--- src/rtl/irq_agg_pkg.sv ---
package irq_agg_pkg;
  localparam int WORD_W = 32;

  typedef struct packed {
    logic       valid;
    logic       is_status;
    logic [7:0] bank;
    logic [1:0] word;
  } dec_t;
endpackage

--- src/rtl/irq_addr_dec.sv ---
module irq_addr_dec
  import irq_agg_pkg::*;
#(
  parameter int NUM_SRC = 64,
  parameter int NUM_CPU = 2,
  parameter int ADDR_W  = 8
) (
  input  logic [ADDR_W-1:0] addr_i,
  output dec_t              dec_o
);
  localparam int NW      = NUM_SRC / WORD_W;
  localparam int BANK_SH = $clog2(NW * 8);
  localparam int SLOT_W  = BANK_SH - 2;

  logic [SLOT_W-1:0]        slot;
  logic [ADDR_W-BANK_SH-1:0] bank_raw;
  int                        s_idx;
  int                        w_idx;

  assign slot     = addr_i[BANK_SH-1:2];
  assign bank_raw = addr_i[ADDR_W-1:BANK_SH];

  always_comb begin
    s_idx           = int'(slot);
    dec_o.valid     = int'(bank_raw) < NUM_CPU;
    dec_o.is_status = s_idx >= NW;
    // reversed word order inside each area
    w_idx           = dec_o.is_status ? (2 * NW - 1 - s_idx) : (NW - 1 - s_idx);
    dec_o.word      = 2'(w_idx);
    dec_o.bank      = 8'(bank_raw);
  end
endmodule

--- src/rtl/irq_cpu_bank.sv ---
module irq_cpu_bank
  import irq_agg_pkg::*;
#(
  parameter int NUM_SRC = 64
) (
  input  logic               clk_i,
  input  logic               rst_ni,
  input  logic               wr_i,
  input  logic [1:0]         word_i,
  input  logic [WORD_W-1:0]  wdata_i,
  input  logic [NUM_SRC-1:0] src_i,
  output logic [NUM_SRC-1:0] en_o,
  output logic               irq_o
);
  localparam int NW = NUM_SRC / WORD_W;

  logic [NW-1:0][WORD_W-1:0] en_q;

  always_ff @(posedge clk_i or negedge rst_ni) begin
    if (!rst_ni) begin
      en_q <= '0;
    end else begin
      for (int w = 0; w < NW; w++) begin
        if (wr_i && word_i == 2'(w)) en_q[w] <= wdata_i;
      end
    end
  end

  assign en_o = en_q;

  always_ff @(posedge clk_i or negedge rst_ni) begin
    if (!rst_ni) irq_o <= 1'b0;
    else         irq_o <= |(en_o & src_i);
  end
endmodule

--- src/rtl/percpu_irq_agg.sv ---
module percpu_irq_agg
  import irq_agg_pkg::*;
#(
  parameter int NUM_SRC = 64,
  parameter int NUM_CPU = 2,
  parameter int ADDR_W  = 8
) (
  input  logic               clk_i,
  input  logic               rst_ni,
  input  logic [NUM_SRC-1:0] irq_i,
  input  logic               rd_en_i,
  input  logic               wr_en_i,
  input  logic [ADDR_W-1:0]  addr_i,
  input  logic [WORD_W-1:0]  wdata_i,
  output logic [WORD_W-1:0]  rdata_o,
  output logic [NUM_CPU-1:0] irq_o
);
  localparam int NW = NUM_SRC / WORD_W;

  dec_t                        dec;
  logic [NUM_SRC-1:0]          src_q;
  logic [NUM_CPU*NUM_SRC-1:0]  en_flat;
  logic [WORD_W-1:0]           rd_d;

  irq_addr_dec #(.NUM_SRC(NUM_SRC), .NUM_CPU(NUM_CPU), .ADDR_W(ADDR_W)) u_dec (
    .addr_i (addr_i),
    .dec_o  (dec)
  );

  always_ff @(posedge clk_i or negedge rst_ni) begin
    if (!rst_ni) src_q <= '0;
    else         src_q <= irq_i;
  end

  for (genvar c = 0; c < NUM_CPU; c++) begin : g_bank
    logic wr_c;
    assign wr_c = wr_en_i && dec.valid && !dec.is_status && dec.bank == 8'(c);
    irq_cpu_bank #(.NUM_SRC(NUM_SRC)) u_bank (
      .clk_i   (clk_i),
      .rst_ni  (rst_ni),
      .wr_i    (wr_c),
      .word_i  (dec.word),
      .wdata_i (wdata_i),
      .src_i   (src_q),
      .en_o    (en_flat[c*NUM_SRC +: NUM_SRC]),
      .irq_o   (irq_o[c])
    );
  end

  always_comb begin
    rd_d = '0;
    if (rd_en_i && dec.valid) begin
      for (int c = 0; c < NUM_CPU; c++) begin
        for (int w = 0; w < NW; w++) begin
          if (dec.bank == 8'(c) && dec.word == 2'(w))
            rd_d = dec.is_status ? src_q[w*WORD_W +: WORD_W]
                                 : en_flat[c*NUM_SRC + w*WORD_W +: WORD_W];
        end
      end
    end
  end

  always_ff @(posedge clk_i or negedge rst_ni) begin
    if (!rst_ni) rdata_o <= '0;
    else         rdata_o <= rd_d;
  end
endmodule

--- config.mk ---
export PLATFORM = sky130hd
export DESIGN_NAME = percpu_irq_agg
export DESIGN_NICKNAME = d
export VERILOG_FILES = /design/src/rtl/irq_agg_pkg.sv /design/src/rtl/irq_addr_dec.sv /design/src/rtl/irq_cpu_bank.sv /design/src/rtl/percpu_irq_agg.sv
export SDC_FILE = /design/constraint.sdc
export NUM_CORES = 1
export LEC_CHECK = 0
export ABC_AREA = 0
export BUFFER_PORTS_ARGS = -buffer_cell sky130_fd_sc_hd__buf_2
export CAP_MARGIN = 10
export CORE_MARGIN = 2
export CORE_UTILIZATION = 52
export DETAILED_ROUTE_END_ITERATION = 10
export PLACE_DENSITY = 0.77
export SLEW_MARGIN = 10
export SYNTH_ARGS = -nofsm -noshare
export SYNTH_HDL_FRONTEND = slang
export SYNTH_SLANG_ARGS = --single-unit
--- constraint.sdc ---
create_clock -name clk_i -period 1.4 [get_ports clk_i]
set_input_delay 0.21 -clock clk_i [delete_from_list [all_inputs] [get_ports clk_i]]
set_output_delay 0.21 -clock clk_i [all_outputs]
set_load 0.01 [all_outputs]
# After elaboration in Yosys (flattened, before gate mapping)
# Cells that the tools add are included.
classes:
  addsub: 2
  magnitude_cmp: 2
  eq_ne: 2
  muxes: 10
  bitwise: 2
  n_reduce_logical: 18
op_table:
  columns: ["operator", "count"]
  rows:
  - ["32-bit 2-to-1 mux", 9]
  - ["64-bit AND", 2]
  - ["64-bit OR reduction", 2]
  - ["1-bit logical AND", 13]
  - ["8-bit logical NOT", 1]
  - ["4-bit by 1-bit equality test with 1-bit output (second input constant)", 1]
  - ["4-bit by 2-bit < comparator with 1-bit output (second input constant)", 1]
  - ["2-bit by 1-bit equality test with 1-bit output (second input constant)", 1]
  - ["2-bit greater-or-equal comparator (second input constant)", 1]
  - ["2-bit logical NOT", 1]
  - ["2-bit 2-to-1 mux", 1]
  - ["1-bit by 2-bit subtractor with 2-bit output (first input constant)", 1]
  - ["2-bit subtractor (first input constant)", 1]
  - ["1-bit logical NOT", 1]
word_totals:
  reg_bits: 226
  input_bits: 108
  output_inout_bits: 34
  elab_cells: 44

# Longest topological paths before layout
# Gate-level depths: netlist of run 1.
logic_depth:
  ltp_word: 9
  ltp_mapped: 6

# Cells and area by module
# A second synthesis of run 1 with hierarchy kept.
hier_totals:
  hier_cells: 782
  hier_area_um2: 10367.4
by_module_without_submodules:
  columns: ["mod", "instances", "cells_per_inst", "area_per_inst_um2", "seq_area_each_um2"]
  rows:
  - ["irq_cpu_bank", 2, 174, 2760.1, 1626.6]
  - ["percpu_irq_agg", 1, 421, 4758.3, 2402.3]
  - ["irq_addr_dec", 1, 13, 88.8, 0.0]

# Least setup slack after synthesis of run 1
# OpenSTA, ideal clock, no wires.
synth_timing:
  path_type: "input to register"
  from: "input addr_i[2]"
  to: "register g_bank[1].u_bank.en_q, in the netlist g_bank[1].u_bank.en_o[33]"
  setup_time_ns: 0.125
  arrival_time_ns: 1.567
  slack_ns: -0.292
  stages: 6
  path_cell_list: "buf_2 -> nand3b_2 -> or3b_1 -> buf_2 -> buf_6 -> mux2_4"
synth_between:
  elab_chain_cells: 5
synth_rtl:
  columns: ["item", "line_no", "text"]
  rows:
  - ["start: declaration", "percpu_irq_agg.sv:13", "input logic [ADDR_W-1:0] addr_i,"]
  - ["branches (longest 4 deep; another with 1-bit by 2-bit subtractor with 2-bit output)", null, null]
  - ["1-bit logical AND (*)", "irq_cpu_bank.sv:24", "if (wr_i && word_i == 2'(w)) en_q[w] <= wdata_i;"]
  - ["end signal: indexed assignment", "irq_cpu_bank.sv:24", null]
  - ["end: declaration", "irq_cpu_bank.sv:17", "logic [NW-1:0][WORD_W-1:0] en_q;"]
# Mark *: on every way between the ends.
# A chain may end at the register's enable or synchronous reset.

# Worst setup path after layout of run 1
layout_timing:
  from: "register src_q[21]"
  to: "register g_bank[0].u_bank.irq_o"
layout_between:
  elab_chain_cells: 2
layout_rtl:
  columns: ["item", "line_no", "text"]
  rows:
  - ["start: declaration", "percpu_irq_agg.sv:21", "logic [NUM_SRC-1:0] src_q;"]
  - ["start signal: assignment", "percpu_irq_agg.sv:32", "else src_q <= irq_i;"]
  - ["64-bit AND", "irq_cpu_bank.sv:33", "else irq_o <= |(en_o & src_i);"]
  - ["64-bit OR reduction", "irq_cpu_bank.sv:33", null]
  - ["end signal: assignment", "irq_cpu_bank.sv:33", null]
  - ["end: declaration", "irq_cpu_bank.sv:13", "output logic irq_o"]
# No other way between the ends.

==> results of run 1 <==
==> placed cells by master (no fill, tap or decap), drive strengths merged <==
master | Yosys | routed
a211oi | 36 | 36
a21oi | 1 | 1
a221oi | 33 | 33
a22o | 32 | 32
a311o | 1 | 1
buf | 26 | 333
bufinv | 0 | 3
clkbuf | 13 | 38
clkinv | 0 | 7
dfrtp | 226 | 226
diode | 0 | 1
dlygate4sd3 | 0 | 94
inv | 1 | 1
mux2 | 129 | 129
mux2i | 27 | 27
mux4 | 31 | 31
nand2 | 2 | 2
nand3b | 2 | 2
nand4 | 8 | 8
nor2 | 33 | 33
nor2b | 10 | 10
nor3 | 2 | 2
nor4 | 5 | 5
or3b | 2 | 2
or4 | 2 | 2
==> timing repair <==
action | 4_1_cts | 5_1_grt
hold buffers | 94 | 0
setup buffers | 6 | 8
hold endpoints to repair | 344 | 0
resized for setup | 21 | 52
pin swaps | 12 | 12
gates cloned | 1 | 5
endpoints found under the setup margin | 51 | 42
==> final timing paths <==
check / start / endpoint / slack, ns
setup / recovery: src_q[21]$_DFF_PN0_ / g_bank[0].u_bank.irq_o$_DFF_PN0_ / -0.47
hold / removal: wdata_i[22] / g_bank[0].u_bank.en_o[54]$_DFFE_PN0P_ / 0.02
setup reg to reg: src_q[21]$_DFF_PN0_ / g_bank[0].u_bank.irq_o$_DFF_PN0_ / -0.47
hold reg to reg: g_bank[1].u_bank.en_o[26]$_DFFE_PN0P_ / g_bank[1].u_bank.en_o[26]$_DFFE_PN0P_ / 0.55
max in group asynchronous: rst_ni / g_bank[0].u_bank.en_o[8]$_DFFE_PN0P_ / 0.60
min in group asynchronous: rst_ni / src_q[27]$_DFF_PN0_ / 0.20
==> layout make-up <==
| type | instances | share of cell area (%) |
|---|---|---|
| sequential | 226 | 39.0 |
| multi-input combinational | 356 | 29.2 |
| timing repair buffer | 431 | 23.9 |
| clock buffer | 34 | 4.88 |
| tap | 234 | 2.02 |
| clock inverter | 10 | 0.966 |
| inverter | 1 | 0.0259 |
| antenna | 1 | 0.0172 |
==> worst max-delay path, stage by stage (launching register included) <==
cell and delay, ns:
dfrtp_2 0.45, a22o_1 0.29, a221oi_2 0.22, nand4_1 0.20, or4_4 0.55
==> power by group <==
part           switching (mW)  internal, mW
logic                    1.43          2.13
registers               0.646          7.14
clock network            2.74          4.08
total                    4.82          13.4
==> cells by family (layout without fill, tap and decap cells) <==
kind of cell | after synthesis | after routing | synth area share [%]
flip-flops | 226 | 226 | 58.1
multiplexers | 187 | 187 | 27.2
AO/OA/AOI/OAI | 103 | 103 | 8.78
buffers and inverters | 40 | 476 | 2.30
AND/OR/NAND/NOR | 66 | 66 | 3.63
other | 0 | 1 | 0
==> sequential cells by signal (all words and copies together) (netlist names) <==
signal               cells
g_bank.u_bank.en_o     128
src_q                   64
rdata_o                 32
g_bank.u_bank.irq_o      2
==> per-stage QoR <==
step	setup TNS, ns	instance area [µm²]	cells	setup WS [ns]	utilization [%]
detailed placement	-62.63	12200	1136	-0.569	65.8
global route	-5.38	14500	1292	-0.510	78.4
global placement	-58.10	12200	1136	-0.540	65.8
finish	-1.93	14500	1293	-0.467	78.4
CTS	-0.759	14100	1280	-0.406	76.3
floorplan	-26.29	9930	622	-0.270	-
==> synthesized netlist by cell type <==
| library cell | count | area [µm²] |
|---|---|---|
| inv_1 | 1 | 3.75 |
| buf_1 | 1 | 3.75 |
| nor3_4 | 1 | 16.3 |
| a221oi_1 | 33 | 289 |
| clkbuf_1 | 13 | 48.8 |
| or4_1 | 2 | 15.0 |
| mux2i_1 | 27 | 270 |
| mux2_4 | 60 | 901 |
| nor3_2 | 1 | 10.0 |
| a211oi_1 | 36 | 270 |
| nor2b_1 | 10 | 62.6 |
| a311o_1 | 1 | 10.0 |
| or3b_1 | 2 | 17.5 |
| nor2_1 | 33 | 124 |
| buf_4 | 2 | 15.0 |
| nand4_1 | 8 | 50.1 |
| buf_6 | 6 | 67.6 |
| nor4_1 | 5 | 31.3 |
| dfrtp_1 | 226 | 5660 |
| mux2_2 | 67 | 754 |
| a22o_1 | 32 | 280 |
| nand2_1 | 2 | 7.51 |
| mux4_2 | 31 | 698 |
| buf_2 | 17 | 85.1 |
| mux2_1 | 2 | 22.5 |
| a21oi_1 | 1 | 5.00 |
| nand3b_1 | 1 | 7.51 |
| nand3b_2 | 1 | 11.3 |
==> metal layers <==
layer,vias up,wire [µm]
li1,3236,-
met1,4093,12600
met2,609,17300
met3,204,3710
met4,4,2330
met5,-,25
==> flow_summary.toml, run 1 <==
[setup_path]
critPathMaxFanout = 3
start_kind = "flop"
critPathCaptureType = "flop"
arrival_ns = 2.25
crit_type = "flop to flop"
r2r_cells = 4
cp.required_ns = 1.78

[global_route]
top_usage_layer = "met2"
grt_pass1_vias = 8593
met2_usage_pct = 58.0
grt_antenna_before_repair = 2
track_usage_pct = 34.1
grt_start_max_net_pins = 81
grt_pass1_wl_mm = 50.5
use_met1_pct = 42.0
gr-usage-met3_pct = 8.22
grt_overflow = 0

[synth]
ys_seq_area_share_pct = 58.1
avgSynthCellArea_um2 = 15.6
syn-num-nets = 730
synthCells = 622
yosysWarnings = 0
synth_area_um2 = 9730
ys_types = 28
ys_ff_latch = 226

[drt]
viasPerCell = 6.30
vias = 8146
routedWlPerCell_um = 27.8
drtPass1Iterations = 5
drtIter0Drc = 872
drt_wl_total_mm = 35.9
ant_nets = 0
drc = 0

[sta]
skew_ns = 0.0245
finalCritPeriodShare_pct = 133
period_minus_slack_ns = 1.87
slew_viol_final = 0
worst_slew_pin_slew_ns = 0.462
finalHoldViolCount = 0
worst_slack_ns = -0.467
worst_hold_slack_ns = 0.0206
setup_violations = 50
rsz0062_at_grt = "true"
slew_headroom_pct = 69.2
max_freq_mhz = 536

[placement]
io_buffers = 139
gp_congestion = 0.907
dp_hpwl_mm = 21.4

[flow_run]
max_cap_violations = 0

[clock_tree]
clk_path_buf_depth = 3
tritoncts = "done"
clock_latency_ns = 0.54
cts_root_buffer = "clkbuf_16"
cts_buffers = 24
cts.sinks = 226
cts_max_level = 1
clkSlewWorstSetupHoldPaths_ns = 0.06

[run_status]
status = "finished with violations"
violations = "setup timing"

[power]
p_leak_nw = 7.17
fin_total_pwr_mw = 18.2
peakVddDrop_uv = 1020
p_per_area_nw_per_um2 = 1250

[die]
rows = 50
start_util_pct = 52.6
io_pins = 142
die_h_um = 141
die_area_um2 = 19800
core-area_um2 = 18500
die_x_um = 141

[hold_path]
hold_depth = 2
holdCritPathClass = "input port to flop"

[layout]
fill_cells = 990
multi_input_area_um2 = 4240
final-seq-area_um2 = 5660
finalNetCount = 1148
synthToLayoutAreaGrowth_pct = 49.1
drive_above_1_share_pct = 55.9
Note: power is estimated with default switching activity, not from simulation.
==> run 2: changes to the inputs <==
--- a/config.mk
+++ b/config.mk
@@ -8,7 +8,7 @@
 export ABC_AREA = 0
 export BUFFER_PORTS_ARGS = -buffer_cell sky130_fd_sc_hd__buf_2
 export CAP_MARGIN = 10
-export CORE_MARGIN = 2
+export CORE_MARGIN = 10
 export CORE_UTILIZATION = 52
 export DETAILED_ROUTE_END_ITERATION = 10
 export PLACE_DENSITY = 0.77
==> constraint.sdc (replaced) <==
create_clock -name clk_i -period 1.61 [get_ports clk_i]
set_input_delay 0.2415 -clock clk_i [delete_from_list [all_inputs] [get_ports clk_i]]
set_output_delay 0.2415 -clock clk_i [all_outputs]
set_load 0.01 [all_outputs]
==> flow_summary.toml, run 2 (same netlist as run 1, synthesis figures left out) <==
[setup_path]
crit_chain = "a22o_1 -> a221oi_2 -> nand4_1 -> or4_4"
r2r_cells = 4
arrival_ns = 2.20
critPathCaptureType = "flop"
r2r_slack_ns = -0.22
rr_endpoint = "g_bank[1].u_bank.irq_o$_DFF_PN0_"
crit_path_top_delay_cell = "or4_4"
slowest_delay_ns = 0.59
cp_top_family = "simple AND/OR/NAND/NOR gates"
critPathLaunch = "src_q[40]$_DFF_PN0_"
timing.critical_path.buf_inv = 0
crit_type = "flop to flop"
cp.required_ns = 1.98
crit_path_end = "g_bank[1].u_bank.irq_o$_DFF_PN0_"
critPathMaxFanout = 3
cp.depth = 4
start_kind = "flop"
worstReg2RegStart = "src_q[40]$_DFF_PN0_"

[global_route]
grt_pass1_vias = 8099
track_usage_pct = 25.8
grt_overflow = 0
grt_start_max_net_pins = 81
grt_antenna_before_repair = 1
grt_pass1_wl_mm = 48.7

[power]
p_sw_mw = 3.81
p_leak_nw = 6.66
pwr-share-comb_pct = 17.2
seq_power_share_pct = 44.1
peakVddDrop_uv = 826
swShare_pct = 24.9
p_int_mw = 11.5
p_per_area_nw_per_um2 = 1130
pwr-share-clk_pct = 38.7
fin_total_pwr_mw = 15.3

[sta]
skew_ns = 0.0141
max_freq_mhz = 546
rsz0062_at_grt = "true"
finalSetupTns_ns = -0.416
setup_violations = 2
worst_slack_ns = -0.220
period_minus_slack_ns = 1.83
worst_slew_pin_slew_ns = 0.508
slew_headroom_pct = 65.9
finalCritPeriodShare_pct = 114
slew_viol_final = 0
worst_hold_slack_ns = 0.00933
finalHoldViolCount = 0

[die]
die_x_um = 157
die_area_um2 = 24600
core-area_um2 = 18200
die_h_um = 157
io_pins = 142
rows = 49
start_util_pct = 53.5

[clock_tree]
cts_max_level = 1
tritoncts = "done"
cts_root_buffer = "clkbuf_16"
cts.sinks = 226
cts_buffers = 24
clkSlewWorstSetupHoldPaths_ns = 0.06
clk_path_buf_depth = 3
clock_latency_ns = 0.52

[hold_path]
holdCritPathClass = "input port to flop"

[layout]
n_antenna_cell = 0
final_cells = 1205
drive_above_1_share_pct = 52.6
largest_reg_flops = 128
fill_cells = 1095
mostFrequentLayoutCells = "dfrtp_1 (221), buf_2 (138), buf_4 (125)"
finalNetCount = 1066
synthToLayoutAreaGrowth_pct = 38.7
layout_commonest_cell = "dfrtp_1"

[drt]
drtIter0Drc = 757
drc = 0
routedWlPerCell_um = 26.2
ant_nets = 0
drt_wl_total_mm = 31.5
drtPass1Iterations = 5
vias = 7356
viasPerCell = 6.10

[placement]
io_buffers = 139
dp_hpwl_mm = 21.6
dp_cells = 1089
gp_congestion = 0.978
pre_cts_ws_ns = -0.381

[run_status]
violations = "setup timing"
status = "finished with violations"

[flow_run]
max_cap_violations = 0
-- run 2: cell count changes in the layout (fill, tap and decap cells not counted), moves of 4 or more --
cell and change:
a221oi_1 +7, a221oi_2 -7, buf_4 -38, buf_6 -18, dlygate4sd3_1 -23, mux2_2 +20
mux2_4 -20, nor2_1 +9, nor2_2 -5, nor2_4 -4
-- run 2: routing by layer --
metal  up-vias  wire [µm]  global-route usage, %
met5         -         12                      0
met4         2       1560                   12.2
met3       103       2670                   6.22
met2       432      15300                   41.8
met1      3736      12000                   31.9
li1       3083          -                      -
-- run 2: power by group through the flow --
stage | logic, mW | registers [mW] | clock network, mW
floorplan | 1.19 | 6.59 | 0
global placement | 2.26 | 6.74 | 0
detailed placement | 2.35 | 6.76 | 0
CTS | 2.56 | 6.70 | 5.99
global route | 2.80 | 6.79 | 6.24
finish | 2.63 | 6.75 | 5.93
-- run 2: how the worst min path moves through the flow --
stage,slack [ns],depth (start not counted),from,end
after floorplan,-0.05,0,rst_ni,g_bank[0].u_bank.en_o[0]$_DFFE_PN0P_
after global placement,0.15,1,rst_ni,src_q[21]$_DFF_PN0_
after detailed placement,0.15,1,rst_ni,g_bank[0].u_bank.en_o[33]$_DFFE_PN0P_
after CTS,0.002,2,wdata_i[31],g_bank[0].u_bank.en_o[31]$_DFFE_PN0P_
after global routing,0.002,2,wdata_i[3],g_bank[1].u_bank.en_o[35]$_DFFE_PN0P_
final,0.009,2,wdata_i[3],g_bank[1].u_bank.en_o[3]$_DFFE_PN0P_
-- run 2: worst register-to-register path, cell delays in order (launching register included) --
cell	delay, ns
dfrtp_1	0.44
a22o_1	0.22
a221oi_2	0.28
nand4_1	0.16
or4_4	0.59
-- run 2: cell type report --
| cell class | count | area [µm²] | share of cell area, % |
|---|---|---|---|
| Sequential cell | 226 | 5660 | 42.0 |
| Multi-Input combinational cell | 356 | 4040 | 30.0 |
| Timing Repair Buffer | 349 | 2640 | 19.5 |
| Clock buffer | 37 | 751 | 5.56 |
| Tap cell | 229 | 287 | 2.12 |
| Clock inverter | 7 | 115 | 0.853 |
| Inverter | 1 | 3.75 | 0.0278 |
-- run 2: timing repair --
item | CTS | global route
endpoints found under the setup margin | 2 | 2
gates resized for setup | 23 | 9
hold endpoints to repair | 209 | 0
setup buffers | 0 | 1
pin swaps | 4 | 4
cloned | 0 | 0
hold buffers | 71 | 0
-- run 2: metrics by stage --
| step | cell area, µm² | utilization (%) |
|---|---|---|
| 6_report | 13500 | 74.1 |
| 5_1_grt | 13500 | 74.1 |
| 4_1_cts | 13400 | 73.8 |
| 3_5_place_dp | 11700 | 64.4 |
| 3_3_place_gp | 11700 | 64.4 |
| 2_1_floorplan | 9770 | - |
==> run 3: changes to the inputs <==
--- a/config.mk
+++ b/config.mk
@@ -8,11 +8,13 @@
 export ABC_AREA = 0
 export BUFFER_PORTS_ARGS = -buffer_cell sky130_fd_sc_hd__buf_2
 export CAP_MARGIN = 10
-export CORE_MARGIN = 10
+export CORE_ASPECT_RATIO = 1.25
+export CORE_MARGIN = 2
 export CORE_UTILIZATION = 52
 export DETAILED_ROUTE_END_ITERATION = 10
-export PLACE_DENSITY = 0.77
+export PLACE_DENSITY = 0.76
 export SLEW_MARGIN = 10
 export SYNTH_ARGS = -nofsm -noshare
 export SYNTH_HDL_FRONTEND = slang
+export SYNTH_HIERARCHICAL = 1
 export SYNTH_SLANG_ARGS = --single-unit
==> flow_summary.toml, run 3 <==
[run_status]
status = "finished with violations"
violations = "setup timing"

[synth]
synth_top_cell_by_area = "dfrtp_1"
yosysWarnings = 6
yosys-top-cells-area = "dfrtp_1 (55%), mux2_2 (16%), mux2i_1 (6.7%)"
ys_seq_area_share_pct = 54.5
synthFlopType = "dfrtp_1"
avgSynthCellArea_um2 = 13.3
ys_ff_latch = 226
yosysTopAreaCellShare_pct = 54.5
yosysMostFrequentCell = "dfrtp_1"
synth_common_cells = "dfrtp_1 (226), mux2_2 (147), mux2i_1 (69), o22ai_1 (36), a22o_1 (32)"
synth_edf_count = 0
synthCells = 782
synth_area_um2 = 10400
async_flop_share_pct = 100
ys_types = 41

[setup_path]
arrival_ns = 2.15
cp.required_ns = 1.99
critPathCaptureType = "flop"
crit_type = "flop to flop"
critPathMaxFanout = 3
start_kind = "flop"

[power]
peakVddDrop_uv = 930
p_per_area_nw_per_um2 = 896
p_leak_nw = 6.83

[clock_tree]
cts_max_level = 1
cts_root_buffer = "clkbuf_16"
tritoncts = "done"
cts.sinks = 226
cts_buffers = 24
clock_latency_ns = 0.51
clkSlewWorstSetupHoldPaths_ns = 0.06
clk_path_buf_depth = 3
cts_setup_buffers = 0

[layout]
largest_reg_flops = 128
layout_commonest_cell = "dfrtp_1"
synthToLayoutAreaGrowth_pct = 34.2
final-seq-area_um2 = 5660
multi_input_area_um2 = 4520
mostFrequentLayoutCells = "dfrtp_1 (226), mux2_2 (147), buf_2 (137)"
drive_above_1_share_pct = 45.0
final_cells = 1380
finalNetCount = 1205
design_area_um2 = 13900
fill_cells = 1352

[die]
core-area_um2 = 19500
die_x_um = 130
io_pins = 142
rows = 57
start_util_pct = 53.2
die_h_um = 162
die_area_um2 = 21100

[global_route]
grt_antenna_before_repair = 1
grt_overflow = 0
gr-usage-met3_pct = 4.15
met2_usage_pct = 51.1
track_usage_pct = 29.0
grt_pass1_wl_mm = 46.8
grt_pass1_vias = 8569
grt_start_max_net_pins = 51
top_usage_layer = "met2"
use_met1_pct = 36.0

[sta]
finalCritPeriodShare_pct = 110
period_minus_slack_ns = 1.77
skew_ns = 0.00805
worst_slack_ns = -0.159
slew_viol_final = 0
setup_violations = 2
rsz0062_at_grt = "true"
max_freq_mhz = 565
finalHoldViolCount = 0

[placement]
dp_hpwl_mm = 20.4
gp_congestion = 0.883
dp_cells = 1269
dpl_cell_area_um2 = 12300
io_buffers = 139

[drt]
drtIter0Drc = 496
routedWlPerCell_um = 21.8
drc = 0
drt_wl_total_mm = 30.0
ant_nets = 0
vias = 8143
drtPass1Iterations = 5
viasPerCell = 5.90

[flow_run]
max_cap_violations = 0

[hold_path]
holdCritPathClass = "input port to flop"
==> run 3: cell types whose count changed in the layout (fill, tap and decap cells not counted), moves of 12 or more <==
cell      before  now
nor2b_1       10   26
nor2_1        32   16
mux2i_1       27   69
nand2b_1       0   15
mux4_2        31    0
a21oi_1        1   30
mux2_2        67  147
o32ai_1        0   12
o22a_1         0   13
o22ai_1        0   36
mux2_4        60    0
==> run 3: repair_timing <==
item / CTS / global route
setup endpoints to repair: 2 / 2
cloned: 0 / 0
hold buffers: 67 / 0
resized for setup: 12 / 1
endpoints found under the hold margin: 205 / 0
pin swaps: 9 / 0
==> run 3: worst paths after layout <==
kind | cells after the start | from | end | slack [ns]
worst max-delay path | 4 | src_q[14]$_DFF_PN0_ | g_bank[1].u_bank/irq_o$_DFF_PN0_ | -0.16
worst min-delay path | 2 | wdata_i[15] | g_bank[1].u_bank/en_o[47]$_DFFE_PN0P_ | 0.02
worst max register to register | 4 | src_q[14]$_DFF_PN0_ | g_bank[1].u_bank/irq_o$_DFF_PN0_ | -0.16
worst min register to register | 1 | g_bank[0].u_bank/en_o[23]$_DFFE_PN0P_ | g_bank[0].u_bank/en_o[23]$_DFFE_PN0P_ | 0.53
max in group asynchronous | 3 | rst_ni | g_bank[1].u_bank/en_o[44]$_DFFE_PN0P_ | 0.76
min in group asynchronous | 2 | rst_ni | src_q[12]$_DFF_PN0_ | 0.21
==> run 3: per-stage QoR <==
step                      TNS (ns)  setup WS [ns]  hold slack [ns]  util, %  total power, mW
after global placement      -42.77         -0.386            0.159     63.4             6.80
final                       -0.263         -0.159           0.0160     71.4             12.5
after CTS                   -0.224         -0.123         0.000401     71.4             12.5
after floorplan             -42.30         -0.407          -0.0541        -             6.31
after global routing        -0.357         -0.185           0.0118     71.4             12.9
after detailed placement    -38.59         -0.386            0.161     63.4             6.81
==> run 3: critical path: stages (launching register included) <==
cell      delay, ns
dfrtp_1        0.43
a22o_1         0.30
a221oi_2       0.20
nand4_1        0.25
or4_1          0.46
==> run 3: final cells by class <==
type	instances	area share, %
inverters	1	0.0270
repair buffers	345	18.6
well taps	265	2.38
clock inverters	9	0.720
multi-input cells	499	32.5
clock buffers	34	5.10
diodes	1	0.0180
flip-flops and latches	226	40.7
==> run 3: kinds of logic (layout without fill, tap and decap cells) <==
| family | count (synthesis) | after routing | share of synthesized area (%) |
|---|---|---|---|
| flip-flops | 226 | 226 | 54.5 |
| multiplexers | 216 | 216 | 22.6 |
| AO/OA/AOI/OAI | 188 | 188 | 14.4 |
| AND/OR/NAND/NOR | 90 | 90 | 5.42 |
| other | 1 | 6 | 0.0362 |
| buffers and inverters | 61 | 389 | 2.96 |
==> run 3: per-layer routing <==
layer | share of wire (%) | wire (µm) | vias to the layer above
li1 | - | - | 3625
met1 | 39 | 11700 | 4130
met2 | 52 | 15700 | 318
met3 | 5.3 | 1590 | 70
met4 | 3.4 | 1010 | 0
met5 | 0 | 0 | -
==> run 3: report_power, final <==
group / switching (mW) / internal [mW] / leakage (nW)
Combinational: 0.479 / 0.490 / 3.43
Clock: 2.22 / 3.38 / 0.397
Sequential: 0.124 / 5.77 / 3.01
